===== src/rtl/rx_watermark_fifo.sv =====
module rx_watermark_fifo #(
  parameter int DEPTH = 16,
  parameter int WIDTH = 8,
  localparam int AW = $clog2(DEPTH),
  localparam int CW = AW + 1
) (
  input  logic             clk,
  input  logic             rst_n,
  input  logic             soft_rst,
  input  logic             push_valid,
  input  logic [WIDTH-1:0] push_data,
  output logic             push_ready,
  input  logic             rd_pop,
  output logic [WIDTH-1:0] rd_data,
  input  logic             thr_wr,
  input  logic [AW-1:0]    thr_data,
  output logic [AW-1:0]    fill_level,
  output logic             is_empty,
  output logic             is_full,
  output logic             thresh_hit
);

  logic [WIDTH-1:0] mem [DEPTH];
  logic [AW-1:0]    wr_ptr, rd_ptr, thr_q;
  logic [CW-1:0]    count;
  logic             do_push, do_pop;

  assign is_empty   = (count == '0);
  assign is_full    = (count == CW'(DEPTH));
  assign push_ready = !is_full;
  assign do_push    = push_valid && push_ready && !soft_rst;
  assign do_pop     = rd_pop && !is_empty && !soft_rst;
  assign rd_data    = is_empty ? '0 : mem[rd_ptr];
  assign fill_level = is_empty ? '0 : AW'(count - 1'b1);
  assign thresh_hit = (count > {1'b0, thr_q});

  always_ff @(posedge clk) begin
    if (do_push) mem[wr_ptr] <= push_data;
  end

  always_ff @(posedge clk or negedge rst_n) begin
    if (!rst_n) begin
      wr_ptr <= '0;
      rd_ptr <= '0;
      count  <= '0;
      thr_q  <= '0;
    end else if (soft_rst) begin
      wr_ptr <= '0;
      rd_ptr <= '0;
      count  <= '0;
      thr_q  <= '0;
    end else begin
      if (do_push) wr_ptr <= wr_ptr + 1'b1;
      if (do_pop)  rd_ptr <= rd_ptr + 1'b1;
      case ({do_push, do_pop})
        2'b10:   count <= count + 1'b1;
        2'b01:   count <= count - 1'b1;
        default: count <= count;
      endcase
      if (thr_wr) thr_q <= thr_data;
    end
  end

  p_no_overflow_r3: assert property (@(posedge clk) disable iff (!rst_n)
    (is_full && push_valid && !rd_pop && !soft_rst) |=> (is_full && $stable(fill_level)));

  p_empty_level_r4: assert property (@(posedge clk) disable iff (!rst_n)
    is_empty |-> (fill_level == '0 && !thresh_hit && push_ready));

  p_pop_empty_r8: assert property (@(posedge clk) disable iff (!rst_n)
    (is_empty && rd_pop && !push_valid && !soft_rst) |=> is_empty);

  p_flush_r9: assert property (@(posedge clk) disable iff (!rst_n)
    soft_rst |=> (is_empty && !thresh_hit && !is_full));

  p_thr_apply_r7: assert property (@(posedge clk) disable iff (!rst_n)
    (thr_wr && !soft_rst && !push_valid && !rd_pop)
      |=> (thresh_hit == ($past(count) > {1'b0, $past(thr_data)})));

  p_hold_r10: assert property (@(posedge clk) disable iff (!rst_n)
    (push_valid && rd_pop && !is_empty && !is_full && !soft_rst) |=> $stable(fill_level));

endmodule


===== config.mk =====
export PLATFORM = sky130hd
export DESIGN_NAME = rx_watermark_fifo
export DESIGN_NICKNAME = d
export VERILOG_FILES = /design/src/rtl/rx_watermark_fifo.sv
export SDC_FILE = /design/constraint.sdc
export NUM_CORES = 1
export LEC_CHECK = 0
export ABC_AREA = 1
export BUFFER_PORTS_ARGS = -buffer_cell sky130_fd_sc_hd__buf_2
export CORE_UTILIZATION = 25
export DETAILED_ROUTE_END_ITERATION = 8
export GPL_TIMING_DRIVEN = 0
export PLACE_DENSITY = 0.44
export SLEW_MARGIN = 30
export SYNTH_ARGS = -nofsm -noshare
export SYNTH_HDL_FRONTEND = slang
export SYNTH_SLANG_ARGS = --single-unit

===== constraint.sdc =====
create_clock -name clk -period 2.93 [get_ports clk]
set_input_delay 0.1465 -clock clk [delete_from_list [all_inputs] [get_ports clk]]
set_output_delay 0.1465 -clock clk [all_outputs]
set_load 0.03 [all_outputs]

; Word level (Yosys, flattened, before mapping)
; Memory sizes are Yosys's and may differ from the RTL's.
; Index checks and enable logic that the tools add are counted.
[classes]
addsub = 4
n_lt_le_gt_ge = 1
eq_ne = 3
muxes = 12
reduce_logical = 12
[op_table]
columns = op, count
row1 = $mux W4, 7
row2 = $pmux W5 S2, 1
row3 = $add A4 B1 Y4 const B, 2
row4 = $mux W8, 1
row5 = $reduce_bool A2 Y1, 3
row6 = $add A5 B1 Y5 const B, 1
row7 = $eq A5 B5 Y1 const B, 1
row8 = $gt A5 B4 Y1, 1
row9 = $logic_not A5 Y1, 1
row10 = $mux W5, 1
row11 = $sub A5 B1 Y5 const B, 1
row12 = $logic_and A1 B1 Y1, 4
row13 = $logic_not A1 Y1, 3
row14 = $reduce_bool A3 Y1, 1
row15 = $eq A2 B1 Y1 const B, 1
row16 = $eq A2 B2 Y1 const B, 1
row17 = $mux W1, 2
[word_totals]
ff_bits = 17
ram_bits = 128
in_bits = 18
out_inout_bits = 16
word_cells = 37
memories = 1
[mem_list]
columns = name, words, width, read_ports, rd_ports_with_merged_regs, write_ports, line
row1 = mem, 16, 8, 1, 0, 1, 23  ; logic [WIDTH-1:0] mem [DEPTH];

; Depth between registers and ports, before layout
; Gate-level depths: netlist of the first run.
[logic_depth]
ltp_word = 7
depth_mapped = 10
mapped_depth_nobuf = 10

; Worst setup path before layout of the first run
; No wires, ideal clock.
[synth_timing]
path_kind = register to register
startpoint = register count[0]
endpoint = memory mem[11][0], enable pin
setup_ns = 0.383
arrival_ns = 1.818
setup_slack_ns = 0.729
path_stages_with_launch = 7
synth_period_minus_slack_ns = 2.201
cell_sequence = dfrtp_1 inv_1 ha_1 nand3_4 nand3_2 buf_8 nor3_1
[synth_via]
elab_chain_cells = 6
[synth_rtl]
columns = item, line
row1 = start: declaration, 25  ; logic [CW-1:0] count;
row2 = start signal: assignment, 56  ; 2'b10: count <= count + 1'b1;
row3 = start signal: assignment, 57  ; 2'b01: count <= count - 1'b1;
row4 = start signal: assignment, 58  ; default: count <= count;
row5 = $eq A5 B5 Y1, 29  ; assign is_full = (count == CW'(DEPTH));
row6 = $logic_not A1 Y1, 30  ; assign push_ready = !is_full;
row7 = net push_ready, 12  ; output logic push_ready,
row8 = $logic_and A1 B1 Y1 (2 in a row), 31  ; assign do_push = push_valid && push_ready && !soft_rst;
row9 = $mux W1, 38  ; if (do_push) mem[wr_ptr] <= push_data;
row10 = $mux W1 (not written as such), 38
row11 = end: declaration, 23
; The timed path passes the listed nets, and every way through them passes these cells.

; Final worst setup path of the first run
[layout_timing]
startpoint = register count[1]
endpoint = memory mem[10][4], enable pin
[layout_via]
elab_chain_cells = 6
[layout_rtl]
columns = item, line
row1 = $eq A5 B5 Y1, 29
row2 = $logic_not A1 Y1, 30
row3 = $logic_and A1 B1 Y1 (2 in a row), 31
row4 = $mux W1, 38
row5 = $mux W1 (not written as such), 38
; Every way passes these cells.

==> qor.txt, run 1 <==
Run status - completed
TNS Setup - 0 ps
XOR/XNOR Fraction of Synth Area - 0.547%
Share of post-route cells with drive strength above 1 - 16.2%
Gate Count Post-Synth - 596
RR Endpoint - mem[10][4]
Commonest cells after routing, fill and taps aside - nand2_1 (196), edfxtp_1 (128), nand3_1 (111)
Layout area overhead - 19.5%
NumNets Final - 682
Ant. Diodes - 0
CP Max Fanout - 10
Place WS - 263 ps
Synth Area in Adders - 2.15%
Synth warnings - 0
Final worst path period share - 90.6%
CTS buffer count - 17
Final setup vio count - 0
Slew HR - 42.6%
Synthesized area - 6400 um2
FILL cells - 2,563
Post-DP Area - 7020 um2
Die W - 162 um
Io pins - 34
Sink Count - 145
Final Instance Area - 7650 um2
Vias in the first global route - 4,600
Placement Rows - 58
Commonest non-fill, non-tap cell in the layout - nand2_1
PnR worst setup slack - 277 ps
Crit end category - flip-flop
Postcts setup bufs - 0
Die Ht - 162 um
Final Non-Filler Cells - 996
Setup repair after global routing missed its margin - false
Total global routing overflow - 0
Worst skew pair latency - 420 ps
GP Congestion - 0.850
DIE AREA - 26,200 um2
Clock Pin Slew Worst Setup and Hold Paths - 60 ps
Root buffer cell - clkbuf_16
Initial Util - 25.4%
FMAX - 377 MHz
Sequential-to-total area share from yosys stat - 66.7%
Fin crit period - 2650 ps
Final wirelength - 18,100 um
Largest family of logic cells by synthesized area - simple AND/OR/NAND/NOR gates
Worst Hold Class - in2reg
Net Count, Synth - 625
Final Max Tran Viols - 0
Crit Path Category - reg2reg
Mux share of post-synthesis cell area - 0%
Post-CTS resize count - 0
Reg-to-Reg Start - count[1]
Skew final - 6.49 ps
PD cells - 904 nW/um2
Initial antenna violation count - 0
Drt wl/cell - 18.2 um
Cell variety after synth - 28
Simple-gate area share of the yosys netlist - 23.8%
Vias post-DR - 4,442
Largest net degree at the start of global routing - 18
Worst hold margin - 21.9 ps
Power Total - 6.92 mW
Reg2reg path depth - 8
Initial detailed-routing violation count - 392
Max_cap viols - 0
Fin util - 30.4%
CP required - 2980 ps
Routed vias/inst - 4.46
Maximum vdd drop - 0.808 mV
CTS tree - yes
Synth Area per Inst - 10.7 um2
Port bufs - 33
H-Tree Depth - 4
FF+latch count, synth - 145
Core area - 25,200 um2
Hold buffers post-CTS - 5
Critical path arrival - 2700 ps
Lkg Pwr - 2.93 nW
Fin. Hold Viols - 0
WHS Path Cells - 3
Dpl cells - 959
Final HPWL DP - 12,400 um
DRC Markers - 0
First drt pass iteration count - 5
First-pass GRT wire length - 27,700 um
R2R Setup Slk - 280 ps
All-Layer GR Usage - 14.8%
Compound-Gate Fraction of Synth Area - 2.50%
CP Launch Type - flip-flop
Post-DRT Antenna Nets - 0
Slew @ Worst Pin - 859 ps
Maximum clock path buffer count - 2
WHS Endpoint - thr_q[3]
Min-delay src - thr_wr
==> layer usage <==
| metal | wire length [um] | track usage (%) |
|---|---|---|
| met2 | 8370 | 23.6 |
| met4 | 371 | 4.97 |
| met5 | 0 | 0 |
| met3 | 888 | 3.27 |
| met1 | 8500 | 19.8 |
==> synth_stat cells, drive strengths merged <==
master / count / share of area [%]
nand3: 114 / 9.4
a21oi: 15 / 1.2
inv: 30 / 1.8
edfxtp: 128 / 60
nand2: 202 / 12
or2: 2 / 0.20
ha: 11 / 2.2
nor3: 10 / 0.78
o21ai: 14 / 1.1
xor2: 3 / 0.41
o211ai: 1 / 0.12
xnor2: 1 / 0.14
clkbuf: 9 / 0.53
dfrtp: 17 / 6.6
clkinv: 2 / 0.12
buf: 20 / 1.9
o21a: 1 / 0.12
nor2: 16 / 1.2
==> cell families after synthesis <==
family                   Yosys count
flip-flops                       145
XOR/XNOR                           4
buffers and inverters             61
AO/OA/AOI/OAI                     31
AND/OR/NAND/NOR                  344
adder cells (fa/ha/maj)           11
==> final cells by class <==
cell class,instances,area [um2],area share [%]
buffer,29,153,1.99
clock buffer,19,433,5.66
clock inverter,13,150,1.96
inverter,32,120,1.57
multi-input combinational,390,1900,24.8
sequential,145,4270,55.8
tap,330,413,5.40
timing repair buffer,38,215,2.81
==> power breakdown <==
group          total (mW)  switching (mW)  internal, mW
sequential           2.38          0.0561          2.32
clock                2.14           0.871          1.27
combinational        2.40            1.74         0.655
total                6.92            2.67          4.25
==> worst max-delay path by stage <==
stage | start | slack (ps) | to
after floorplan | count[0] | 730 | mem[11][0]
after global placement | count[0] | 150 | mem[15][2]
after detailed placement | count[0] | 260 | mem[10][5]
after CTS | count[1] | 250 | mem[10][3]
after global routing | count[0] | 100 | mem[8][4]
final | count[1] | 280 | mem[10][4]
==> state kept, by name, summed over array words and instances (netlist names) <==
signal / flops
mem: 128
rd_ptr: 4
thr_q: 4
count: 5
wr_ptr: 4
==> worst max-delay path, cell delays in order (launching register included) <==
cell and delay, ps:
dfrtp_1 470, inv_1 80, ha_1 290, nand3_4 160, nand3_2 120, buf_8 180, inv_2 90, nand2_1 170
nor2_1 700
Note: power is estimated with default switching activity, not from simulation.
==> inputs of run 2 (changes only) <==
- PLACE_DENSITY: 0.44 -> 0.46
- clock period: 2.93 -> 2.4 ns (I/O delays scaled with it)
==> qor.txt, run 2 (synthesis results as in run 1) <==
Maximum clock path buffer count - 2
Crit Path Category - reg2reg
Family with the most delay on the worst path - simple AND/OR/NAND/NOR gates
Crit end category - flip-flop
CP Buf/Inv Count - 3
Share of post-route cells with drive strength above 1 - 20.2%
H-Tree Depth - 4
Routed vias/inst - 4.40
Slew @ Worst Pin - 846 ps
CTS tree - yes
Sink Count - 145
Lkg Pwr - 3.02 nW
Port bufs - 33
Drt wl/cell - 17.8 um
FF/Latch Area - 4270 um2
DIE AREA - 26,200 um2
DRC Markers - 0
Io pins - 34
Die W - 162 um
Commonest cells after routing, fill and taps aside - nand2_1 (196), edfxtp_1 (128), nand3_1 (111)
Max FFs per register - 128
TNS Setup - 0 ps
Final worst path period share - 95.8%
CP Max Fanout - 10
CTS buffer count - 17
Worst skew pair latency - 420 ps
Maximum vdd drop - 0.747 mV
CP required - 2450 ps
Vias post-DR - 4,414
Fin crit period - 2300 ps
Ant. Diodes - 0
Final setup vio count - 0
First drt pass iteration count - 5
Max_cap viols - 0
Largest net degree at the start of global routing - 18
Setup repair after global routing missed its margin - true
Fin. Hold Viols - 0
Initial detailed-routing violation count - 359
Initial Util - 25.4%
Total global routing overflow - 0
PD cells - 1090 nW/um2
Max incr delay on CP - 470 ps
Final wirelength - 17,900 um
Skew final - 9.55 ps
Fin util - 31.5%
FILL cells - 2,564
Worst-path cell chain - inv_1 > ha_2 > nand3_4 > nand3_2 > buf_8 > inv_2 > nand2_1 > nor2_2
Post-DRT Antenna Nets - 0
NumNets Final - 692
Most flops, register - mem
Multi-input logic area - 1970 um2
Core area - 25,200 um2
All-Layer GR Usage - 14.5%
Worst hold margin - 18.9 ps
Vias in the first global route - 4,319
GP Congestion - 0.850
Slew HR - 43.3%
Clock Pin Slew Worst Setup and Hold Paths - 60 ps
Run status - completed
Largest registers - mem x128, count x5
Critical path arrival - 2350 ps
CP Launch Type - flip-flop
Root buffer cell - clkbuf_16
First-pass GRT wire length - 27,300 um
Crit-path slowest cell - nor2_2
Initial antenna violation count - 0
FMAX - 435 MHz
Commonest non-fill, non-tap cell in the layout - nand2_1
Final Max Tran Viols - 0
Die Ht - 162 um
Layout area overhead - 23.9%
Final HPWL DP - 12,400 um
Worst Hold Class - in2reg
Placement Rows - 58
## run 2: final timing paths
kind	from	to	slack, ps	depth (start not counted)
setup / recovery	count[1]	mem[14][7]	100	8
hold / removal	thr_wr	thr_q[3]	20	3
setup reg to reg	count[1]	mem[14][7]	100	8
hold reg to reg	thr_q[1]	thr_q[1]	550	2
max in group asynchronous	rst_n	rd_ptr[3]	1910	2
min in group asynchronous	rst_n	count[2]	180	2
## run 2: final cells by class
type / instances / area share, %
well taps: 330 / 5.21
flip-flops and latches: 145 / 53.8
inverters: 32 / 1.56
clock inverters: 10 / 1.75
repair buffers: 48 / 4.64
multi-input cells: 390 / 24.8
clock buffers: 19 / 5.46
plain buffers: 29 / 2.71
## run 2: routing by layer
metal	vias to the layer above	share of wire, %	GRT usage (%)
met4	0	1.0	3.82
met2	113	46	22.8
met5	-	0	0
met3	14	4.6	3.06
li1	2180	-	-
met1	2107	48	20.3
## run 2: report_power, final
group / internal [mW] / leakage, nW / switching, mW / total [mW]
Clock: 1.61 / 0.269 / 1.00 / 2.62
Sequential: 2.84 / 1.38 / 0.0728 / 2.91
Combinational: 0.978 / 1.37 / 2.15 / 3.12
## run 2: stage by stage
step / cell area, um2 / setup slack (ps) / power, mW / instances
3_3_place_gp: 6980 / -464 / 5.85 / 959
5_1_grt: 7930 / -19.1 / 9.11 / 1003
3_5_place_dp: 7040 / -265 / 5.86 / 962
4_1_cts: 7760 / -269 / 8.58 / 999
2_1_floorplan: 6400 / 199 / 4.87 / 596
6_report: 7930 / 102 / 8.65 / 1003
## run 2: tightest hold or removal path, cell delays in order
cell	delay, ps
buf_2	120
nand3_1	90
o21ai_0	80
## run 2: timing repair
| item | in CTS | in global routing |
|---|---|---|
| pin swaps | 0 | 5 |
| resized for setup | 25 | 36 |
| hold buffers | 8 | 0 |
| setup buffers | 0 | 4 |
| endpoints found under the setup margin | 72 | 88 |
| hold endpoints to repair | 21 | 0 |
